`src/rtl/adcseq_pkg.sv`:
```
package adcseq_pkg;

    localparam int SLOT_COUNT = 16;
    localparam int SLOT_W     = $clog2(SLOT_COUNT);
    localparam int RES_W      = 12;

    typedef logic [SLOT_W-1:0] slot_t;
    typedef logic [RES_W-1:0]  res_t;

    typedef enum logic {
        RUN_ONCE = 1'b0,
        RUN_LOOP = 1'b1
    } run_mode_e;

    typedef struct packed {
        slot_t     first;
        slot_t     last;
        run_mode_e mode;
        logic      ext2_en;
        logic      ext_rng2x;
    } seq_cfg_t;

    typedef struct packed {
        logic  valid;
        slot_t slot;
        res_t  data;
    } result_t;

    localparam slot_t SLOT_EXT_A = slot_t'(1);
    localparam slot_t SLOT_EXT_B = slot_t'(2);
    localparam slot_t SLOT_WIDE  = slot_t'(8);

    localparam seq_cfg_t CFG_RESET = '{
        first:     slot_t'(0),
        last:      slot_t'(8),
        mode:      RUN_ONCE,
        ext2_en:   1'b1,
        ext_rng2x: 1'b0
    };

    // Effective final slot: an inverted range collapses onto the first slot.
    function automatic slot_t eff_last(input seq_cfg_t c);
        return (c.first > c.last) ? c.first : c.last;
    endfunction

    // Reference range per slot: slot 8 is always wide; the external pins follow the range bit.
    function automatic logic slot_ref2x(input slot_t s, input logic rng);
        if (s == SLOT_WIDE)
            return 1'b1;
        if (s == SLOT_EXT_A || s == SLOT_EXT_B)
            return rng;
        return 1'b0;
    endfunction

endpackage

```
`src/rtl/adcseq_tick.sv`:
```
module adcseq_tick #(
    parameter int DIV = 16
) (
    input  logic clk,
    input  logic rst,
    input  logic run,
    input  logic restart,
    output logic tick
);
    localparam int DW = (DIV > 1) ? $clog2(DIV) : 1;

    logic [DW-1:0] div_q;

    always_ff @(posedge clk) begin
        if (rst || restart || !run)
            div_q <= '0;
        else if (div_q == DW'(DIV - 1))
            div_q <= '0;
        else
            div_q <= div_q + 1'b1;
    end

    assign tick = run && (div_q == DW'(DIV - 1));


    tick_single_chk: assert property (@(posedge clk) disable iff (rst)
        tick |=> !tick);

endmodule

```
`src/rtl/adcseq_timer.sv`:
```
module adcseq_timer #(
    parameter int TICKS = 20
) (
    input  logic clk,
    input  logic rst,
    input  logic restart,
    input  logic tick,
    output logic done
);
    localparam int CW = $clog2(TICKS + 1);

    logic [CW-1:0] cnt_q;

    always_ff @(posedge clk) begin
        if (rst || restart)
            cnt_q <= '0;
        else if (tick)
            cnt_q <= cnt_q + 1'b1;
    end

    assign done = tick && (cnt_q == CW'(TICKS - 1));


    no_overflow_chk: assert property (@(posedge clk) disable iff (rst)
        cnt_q < CW'(TICKS));


    done_on_tick_chk: assert property (@(posedge clk) disable iff (rst)
        done |-> tick);

endmodule

```
`src/rtl/adc_seq_ctrl.sv`:
```
module adc_seq_ctrl
    import adcseq_pkg::*;
#(
    parameter int DIV        = 16,
    parameter int CONV_TICKS = 20
) (
    input  logic              clk,
    input  logic              rst,
    input  logic              cfg_we,
    input  logic [SLOT_W-1:0] cfg_first,
    input  logic [SLOT_W-1:0] cfg_last,
    input  logic              cfg_loop,
    input  logic              cfg_ext2_en,
    input  logic              cfg_ext_rng2x,
    input  logic              trig_we,
    input  logic              trig_wdata,
    input  logic [RES_W-1:0]  conv_data,
    output logic [SLOT_W-1:0] mux_sel,
    output logic              ref_2x,
    output logic              res_valid,
    output logic [SLOT_W-1:0] res_slot,
    output logic [RES_W-1:0]  res_data,
    output logic              busy,
    output logic              trig_bit
);

    seq_cfg_t cfg_q;
    seq_cfg_t act_q;
    result_t  res_q;
    slot_t    slot_q;
    logic     busy_q;
    logic     trig_q;

    logic start_go;
    logic tick;
    logic done;
    logic restart;
    logic is_last;
    logic halt;
    res_t sample;

    assign start_go = !busy_q && trig_we && trig_wdata;
    assign restart  = start_go || done;
    assign is_last  = (slot_q == eff_last(act_q));
    assign halt     = done && ((act_q.mode == RUN_ONCE) ? is_last : !trig_q);
    assign sample   = (slot_q == SLOT_EXT_B && !act_q.ext2_en) ? '0 : conv_data;

    adcseq_tick #(.DIV(DIV)) u_tick (
        .clk     (clk),
        .rst     (rst),
        .run     (busy_q),
        .restart (restart),
        .tick    (tick)
    );

    adcseq_timer #(.TICKS(CONV_TICKS)) u_timer (
        .clk     (clk),
        .rst     (rst),
        .restart (restart),
        .tick    (tick),
        .done    (done)
    );

    always_ff @(posedge clk) begin
        if (rst) begin
            cfg_q  <= CFG_RESET;
            act_q  <= CFG_RESET;
            res_q  <= '0;
            slot_q <= '0;
            busy_q <= 1'b0;
            trig_q <= 1'b0;
        end else begin
            res_q.valid <= 1'b0;
            if (cfg_we)
                cfg_q <= '{first: cfg_first, last: cfg_last,
                           mode: run_mode_e'(cfg_loop),
                           ext2_en: cfg_ext2_en, ext_rng2x: cfg_ext_rng2x};
            if (start_go) begin
                act_q  <= cfg_q;
                busy_q <= 1'b1;
                trig_q <= 1'b1;
                slot_q <= cfg_q.first;
            end else if (busy_q) begin
                if (trig_we && act_q.mode == RUN_LOOP)
                    trig_q <= trig_wdata;
                if (done) begin
                    res_q <= '{valid: 1'b1, slot: slot_q, data: sample};
                    if (halt) begin
                        busy_q <= 1'b0;
                        trig_q <= 1'b0;
                    end else begin
                        slot_q <= is_last ? act_q.first : slot_q + 1'b1;
                    end
                end
            end
        end
    end

    assign mux_sel   = slot_q;
    assign ref_2x    = slot_ref2x(slot_q, act_q.ext_rng2x);
    assign res_valid = res_q.valid;
    assign res_slot  = res_q.slot;
    assign res_data  = res_q.data;
    assign busy      = busy_q;
    assign trig_bit  = trig_q;


    strobe_single_chk: assert property (@(posedge clk) disable iff (rst)
        res_valid |=> !res_valid);


    end_with_result_chk: assert property (@(posedge clk) disable iff (rst)
        $fell(busy) |-> res_valid);


    result_slot_chk: assert property (@(posedge clk) disable iff (rst)
        res_valid |-> res_slot == $past(slot_q));


    slot_in_range_chk: assert property (@(posedge clk) disable iff (rst)
        busy_q |-> (slot_q >= act_q.first && slot_q <= eff_last(act_q)));


    latch_hold_chk: assert property (@(posedge clk) disable iff (rst)
        (busy_q && !start_go) |=> $stable(act_q));

endmodule

```
`config.mk`:
```
export PLATFORM = sky130hd
export DESIGN_NAME = adc_seq_ctrl
export DESIGN_NICKNAME = d
export VERILOG_FILES = /design/src/rtl/adcseq_pkg.sv /design/src/rtl/adcseq_tick.sv /design/src/rtl/adcseq_timer.sv /design/src/rtl/adc_seq_ctrl.sv
export SDC_FILE = /design/constraint.sdc
export NUM_CORES = 1
export LEC_CHECK = 0
export ABC_AREA = 1
export ABC_CLOCK_PERIOD_IN_PS = 2150
export BUFFER_PORTS_ARGS = -buffer_cell sky130_fd_sc_hd__buf_2
export CORE_MARGIN = 2
export CORE_UTILIZATION = 51
export CTS_BUF_LIST = sky130_fd_sc_hd__clkbuf_8
export DETAILED_ROUTE_END_ITERATION = 16
export GPL_ROUTABILITY_DRIVEN = 0
export PLACE_DENSITY_LB_ADDON = 0.3
export SKIP_LAST_GASP = 1
export SLEW_MARGIN = 5
export SYNTH_ARGS = -nofsm -noshare
export SYNTH_HDL_FRONTEND = slang
export SYNTH_HIERARCHICAL = 1
export SYNTH_SLANG_ARGS = --single-unit
```
`constraint.sdc`:
```
create_clock -name clk -period 2.15 [get_ports clk]
set_input_delay 0.215 -clock clk [delete_from_list [all_inputs] [get_ports clk]]
set_output_delay 0.215 -clock clk [all_outputs]
set_load 0.03 [all_outputs]
```
==> reports/qor.yml, run 1 <==
status: "finished, final reports clean"
final-setup-viol-count: 0
crit_family: "simple AND/OR/NAND/NOR gates"
slew_headroom_pct: 63.1
drt-met1-wl_um: 2700
routed.top_layer: "met4"
synth_edf_count: 0
io_pins: 52
clk_path_buf_depth: 2
core-area_sq_um: 4750
p_leak_nw: 1.42
rows: 25
ant_nets: 0
hold_buffers: 0
cpMostUsedCell: "nand2_2"
drt-initial-drc-count: 71
critPathSlowestCell: "dfxtp_1"
synthArstFlopShare_pct: 0
start_kind: "flop"
worst_skew_pair.late_latency_ns: 0.30
instances_no_fill: 459
crit_start: "act_q[8]"
min_delay_path_depth: 3
setup_ws_ns: 0.0651
postRouteWirelength_um: 5560
synth_top_family_by_area: "simple AND/OR/NAND/NOR gates"
rsz0062_at_grt: "yes"
crit_type: "reg2reg"
clock-skew-final_ns: 0.00633
synth-compound-area-share_pct: 15.6
syn_inst: 338
period_needed_ns: 2.08
cts_tree: "yes"
areaGrowthSynthToFinish_pct: 20.8
die_height_um: 74.4
start_util_pct: 53.1
dieArea_sq_um: 5530
reg2reg_depth: 18
hold_path.class: "in2reg"
dr.pass1.iters: 4
reg2reg_from: "act_q[8]"
clkTransAtPathRegs_ns: 0.09
vdd_drop_max_uv: 379
syn-cell-area_sq_um: 2530
htreeDepth: 2
vias: 2275
worst_ep_arrival_time_ns: 2.29
grt_max_degree: 39
required_ns: 2.35
synthXorXnorAreaFrac_pct: 0.693
crit_cells: 18
wl_per_cell_um: 12.1
yosys_register_bits: 54
cp_num_buf_inv: 0
antenna_found_initial: 0
drive_gt1_share_pct: 29.3
ys_warn_count: 6
place_ws_ns: 0.0367
fmax_ghz: 0.480
crit_chain: "ha_4 -> nand2_2 -> nand2_2 -> nand2_2 -> nand2_4 -> nand2_4 -> nand2_2 -> nand2_2 -> nand2_2 -> nand2_2 -> nor2_4 -> nand2_4 -> nand2_4 -> nand3_4 -> nand3_4 -> nand2_1 -> nand2_1 -> nor2_1"
dp_cells: 450
yosysMostFrequentCell: "nand2_1"
synth_commonest_cells: "nand2_1, dfxtp_1, nor2_1"
portBuffers: 51
cts_root_buf: "clkbuf_8"
yosys.area_share.simple_pct: 29.6
slew_viol_final: 0
synth-adder-area-share_pct: 4.95
yosysSeqAreaShare_pct: 42.8
gr-total-overflow: 0
max_cap_violations: 0
routed-wl-met3_um: 190
worstHoldStart: "cfg_last[3]"
final-hold-violation-count: 0
syn-mean-instance-area_sq_um: 7.47
endpoint_kind: "flop"
grt_pass1_wl_um: 8810
post_synth_mux_area_share_pct: 0
cp_max_fo: 8
synth.largest_area_cell: "dfxtp_1"
synth_flop_cell: "dfxtp_1"
synth_top_area_share_pct: 42.8
drc: 0
synth_cell_types: 30
power.density_nw_per_um2: 626
die_w_um: 74.4
yosys-top-cells-area: "dfxtp_1, nand2_1, nor2_1"
numCtsBuffers: 5
worst_pin_slew_ns: 0.552
synth_nets: 376
final.fill_count: 451
cts_sinks: 54
grt_usage_pct: 20.2
wl_met2_um: 2620
via_per_inst: 4.96
timing.final.crit_share_pct: 97.0
num_antenna_cells: 0
critPathMaxStageDelay_ns: 0.37
dp_hpwl_um: 3940
grt_pass1_vias: 2022
final_nets: 430
==> power by group <==
group / leakage (nW) / switching, mW / internal (mW)
sequential: 0.441 / 0.0270 / 1.03
combinational: 0.939 / 0.200 / 0.124
clock: 0.0414 / 0.308 / 0.219
total: 1.42 / 0.535 / 1.38
==> final timing paths <==
check | to | slack [ns]
hold reg to reg | u_tick/div_q[0] | 0.44
setup / recovery | mux_sel[3] | 0.07
setup reg to reg | mux_sel[3] | 0.07
hold / removal | cfg_q[6] | 0.12
==> metal layers <==
metal / GRT usage [%] / vias to the layer above
met5: 0 / -
met4: 4.37 / 0
met3: 4.61 / 5
met2: 33.1 / 38
met1: 27.4 / 1023
li1: - / 1209
==> registers in the layout, indices dropped and copies added (netlist names) <==
signal	flops
res_data	12
act_q	11
cfg_q	11
u_timer/cnt_q	5
mux_sel	4
res_slot	4
u_tick/div_q	4
busy	1
res_valid	1
trig_bit	1
==> timing repair <==
| item | 4_1_cts | 5_1_grt |
|---|---|---|
| endpoints found under the setup margin | 0 | 6 |
| setup buffers | 0 | 2 |
| resized for setup | 0 | 20 |
==> through the flow <==
step                      hold slack [ns]  utilization, %  instance area, sq um  TNS [ns]  total power, mW
after floorplan                     0.341               -                  2530         0             1.30
after CTS                           0.121            62.3                  2960         0             1.89
after global placement              0.428            60.6                  2880         0             1.37
final                               0.121            64.2                  3050         0             1.91
after global routing                0.134            64.2                  3050    -0.303             2.01
after detailed placement            0.433            60.6                  2880         0             1.38
==> final cells by class <==
type,instances,area (sq um),share of cell area (%)
flip-flops and latches,54,1090,35.6
well taps,67,83.8,2.75
multi-input cells,242,1350,44.4
clock inverters,2,11.3,0.369
repair buffers,61,343,11.2
clock buffers,5,68.8,2.26
inverters,28,105,3.44
==> worst reg2reg max path, stage by stage, from the launching register on <==
cell	delay, ns
dfxtp_1	0.37
ha_4	0.30
nand2_2	0.06
nand2_2	0.06
nand2_2	0.07
nand2_4	0.10
nand2_4	0.08
nand2_2	0.09
nand2_2	0.05
nand2_2	0.05
nand2_2	0.06
nor2_4	0.15
nand2_4	0.10
nand2_4	0.09
nand3_4	0.07
nand3_4	0.12
nand2_1	0.06
nand2_1	0.06
nor2_1	0.05
==> kinds of logic after synthesis <==
kind of cell | count (synthesis)
flip-flops | 54
XOR/XNOR | 2
AND/OR/NAND/NOR | 156
buffers and inverters | 42
adder cells (fa/ha/maj) | 10
AO/OA/AOI/OAI | 74
==> cell usage in the layout, fill, tap and decap left out, types with 2 or more instances in the layout <==
master and count:
inv_2 10, dfxtp_2 4, buf_4 9, nand2_4 4, nand4_1 2, dfxtp_1 50, nand3_4 3, ha_4 3
a21oi_1 31, a21oi_2 2, o21ai_1 12, buf_2 51, o21ai_0 22, inv_1 19, nand3b_1 2, nand3_2 3
nand2_2 14, o211ai_1 5, ha_1 7, clkbuf_8 5, nand2_1 57, nor2_4 2, nand3_1 20, nor2_1 46
No activity file was read; power rests on OpenSTA's default activity.
==> run 2: changes to the inputs <==
--- a/config.mk
+++ b/config.mk
@@ -8,7 +8,7 @@
 export ABC_AREA = 1
 export ABC_CLOCK_PERIOD_IN_PS = 2150
 export BUFFER_PORTS_ARGS = -buffer_cell sky130_fd_sc_hd__buf_2
-export CORE_MARGIN = 2
+export CORE_MARGIN = 8
 export CORE_UTILIZATION = 51
 export CTS_BUF_LIST = sky130_fd_sc_hd__clkbuf_8
 export DETAILED_ROUTE_END_ITERATION = 16
==> run 2 against run 1 <==
Against the previous run:
- first-iteration DRC count up 110%
- register-to-register slack better by 0.06 ns
- utilization grew 1.0 points
- die area is 35% higher
- combinational power fell by 3%
==> reports/qor.yml, run 2 (synthesis gave the netlist of run 1 again) <==
status: "finished, final reports clean"
clock-skew-final_ns: 0.00854  # +0.00222 ns
portBuffers: 51  # unchanged
power.density_nw_per_um2: 701  # +12%
worst_pin_slew_ns: 0.531  # -0.0214 ns
cts_tree: "yes"
dp_hpwl_um: 4330  # +10%
crit_type: "reg2reg"
instances_no_fill: 460  # +0.22%
worst_ep_arrival_time_ns: 2.23  # -0.06 ns
die_w_um: 86.4  # +16%
p_leak_nw: 1.44  # +1.6%
start_kind: "flop"
r2r-end: "mux_sel[1]"
num_antenna_cells: 0  # unchanged
final-setup-viol-count: 0  # unchanged
worstSetupEndpoint: "mux_sel[1]"
hold_path.class: "in2reg"
grt_use_met3_pct: 4.06  # -0.54 points
gr-total-overflow: 0  # unchanged
worst_skew_pair.late_latency_ns: 0.31  # about the same
die_height_um: 86.4  # +16%
critPathMaxStageDelay_ns: 0.36  # about the same
layout_commonest_cell: "nand2_1"
dieArea_sq_um: 7460  # +35%
rsz0062_at_grt: "yes"
htreeDepth: 2  # unchanged
crit_start: "act_q[6]"
critPathSlowestCell: "dfxtp_2"
vdd_drop_max_uv: 693  # +83%
core-area_sq_um: 4750  # unchanged
power.total_mw: 2.17  # +14%
dr.pass1.iters: 4  # unchanged
hold_buffers: 0  # unchanged
grt_pass1_vias: 2258  # +12%
final_cell_mix: "nand2_1, buf_2, dfxtp_1"
slew_headroom_pct: 64.6  # +1.4 points
crit_cells: 19  # +1
grt_busiest_layer: "met2"
drive_gt1_share_pct: 29.3  # -0.075 points
timing.final.crit_share_pct: 94.0  # -3.0 points
rows: 25  # unchanged
areaGrowthSynthToFinish_pct: 22.7
io_pins: 52  # unchanged
fmax_ghz: 0.495  # +3.1%
antenna_found_initial: 0  # unchanged
clk_path_buf_depth: 2  # unchanged
grt_use_met1_pct: 19.2  # -8.2 points
grt_usage_pct: 16.2  # -4.1 points
ant_nets: 0  # unchanged
cts_sinks: 54  # unchanged
grt_max_degree: 39  # unchanged
slew_viol_final: 0  # unchanged
crit_family: "simple AND/OR/NAND/NOR gates"
period_needed_ns: 2.02  # -0.0636 ns
cp_num_buf_inv: 2  # +2
final_nets: 430  # unchanged
fin_util_pct: 65.2  # +1.0 points
largest_reg_flops: 12  # unchanged
grt_use_met2_pct: 27.9  # -5.2 points
wl_per_cell_um: 12.7  # +5.1%
dp_cells: 449  # -0.22%
reg2reg_from: "act_q[6]"
hold_slack_ns: 0.121  # -0.000439 ns
endpoint_kind: "flop"
start_util_pct: 53.1  # unchanged
via_per_inst: 5.13  # +3.5%
final-hold-violation-count: 0  # unchanged
reg2reg_depth: 19  # +1
clkTransAtPathRegs_ns: 0.09  # about the same
required_ns: 2.36  # about the same
max_cap_violations: 0  # unchanged
vias: 2359  # +3.7%
cts_root_buf: "clkbuf_8"
drc: 0  # unchanged
grt_pass1_wl_um: 9970  # +13%
reg2reg_slack_ns: 0.13  # +0.06 ns
postRouteWirelength_um: 5850  # +5.3%
drt-initial-drc-count: 149  # +110%
numCtsBuffers: 5  # unchanged
crit_chain: "inv_4 -> ha_4 -> nand2_2 -> inv_2 -> nand2_2 -> nand2_4 -> nand2_4 -> nand2_2 -> nand2_1 -> nand2_1 -> nand2_2 -> nor2_4 -> nand2_4 -> nand2_4 -> nand3_4 -> nand3_4 -> nand2_1 -> nand2_1 -> nor2_1"
cp_max_fo: 8  # unchanged
## run 2: cell count changes in the layout (fill, tap and decap cells not counted), sizes merged
| cell | before | now |
|---|---|---|
| bufinv | 0 | 2 |
| clkinv | 0 | 1 |
| clkinvlp | 1 | 0 |
| inv | 29 | 28 |
## run 2: how the worst min path moves through the flow
stage	start	end	slack [ns]	cells after the start
3_5_place_dp	cfg_last[3]	cfg_q[6]	0.44	3
6_report	cfg_last[3]	cfg_q[6]	0.12	3
2_1_floorplan	cfg_ext2_en	cfg_q[1]	0.34	2
4_1_cts	cfg_last[3]	cfg_q[6]	0.12	3
5_1_grt	cfg_last[3]	cfg_q[6]	0.12	3
3_3_place_gp	cfg_last[3]	cfg_q[6]	0.43	3
## run 2: layer usage
| layer | up-vias | part of all wire [%] |
|---|---|---|
| li1 | 1214 | - |
| met1 | 1095 | 43 |
| met2 | 44 | 51 |
| met3 | 6 | 5.1 |
| met4 | 0 | 1.0 |
| met5 | - | 0 |
## run 2: area by class of cell
class                           count  area [sq um]
Fill cell                         448          1650
Multi-Input combinational cell    242          1340
Sequential cell                    54          1090
Timing Repair Buffer               61           343
Inverter                           28           108
Tap cell                           67          83.8
Clock buffer                        5          68.8
Clock inverter                      3          68.8
## run 2: timing repair
action,4_1_cts,5_1_grt
buffers inserted,0,3
gates resized for setup,1,17
endpoints found under the setup margin,1,22
pin swaps,1,3
## run 2: worst reg2reg max path: cells and delay by family (launching register included)
family        cells  cell delay [ns]
simple gates     16             1.17
flops             1             0.36
fa+ha+maj         1             0.27
buf+inv           2             0.11
## run 2: power breakdown
part | switching, mW | internal, mW | total, mW
clock | 0.332 | 0.466 | 0.798
sequential | 0.0272 | 1.03 | 1.06
combinational | 0.196 | 0.118 | 0.313
## run 2: through the flow
stage	TNS [ns]	instance area, sq um	setup WS (ns)
floorplan	0	2530	0.0208
global placement	0	2880	0.0907
detailed placement	0	2880	0.0160
CTS	0	3030	0.00901
global route	-0.187	3100	-0.0704
finish	0	3100	0.129
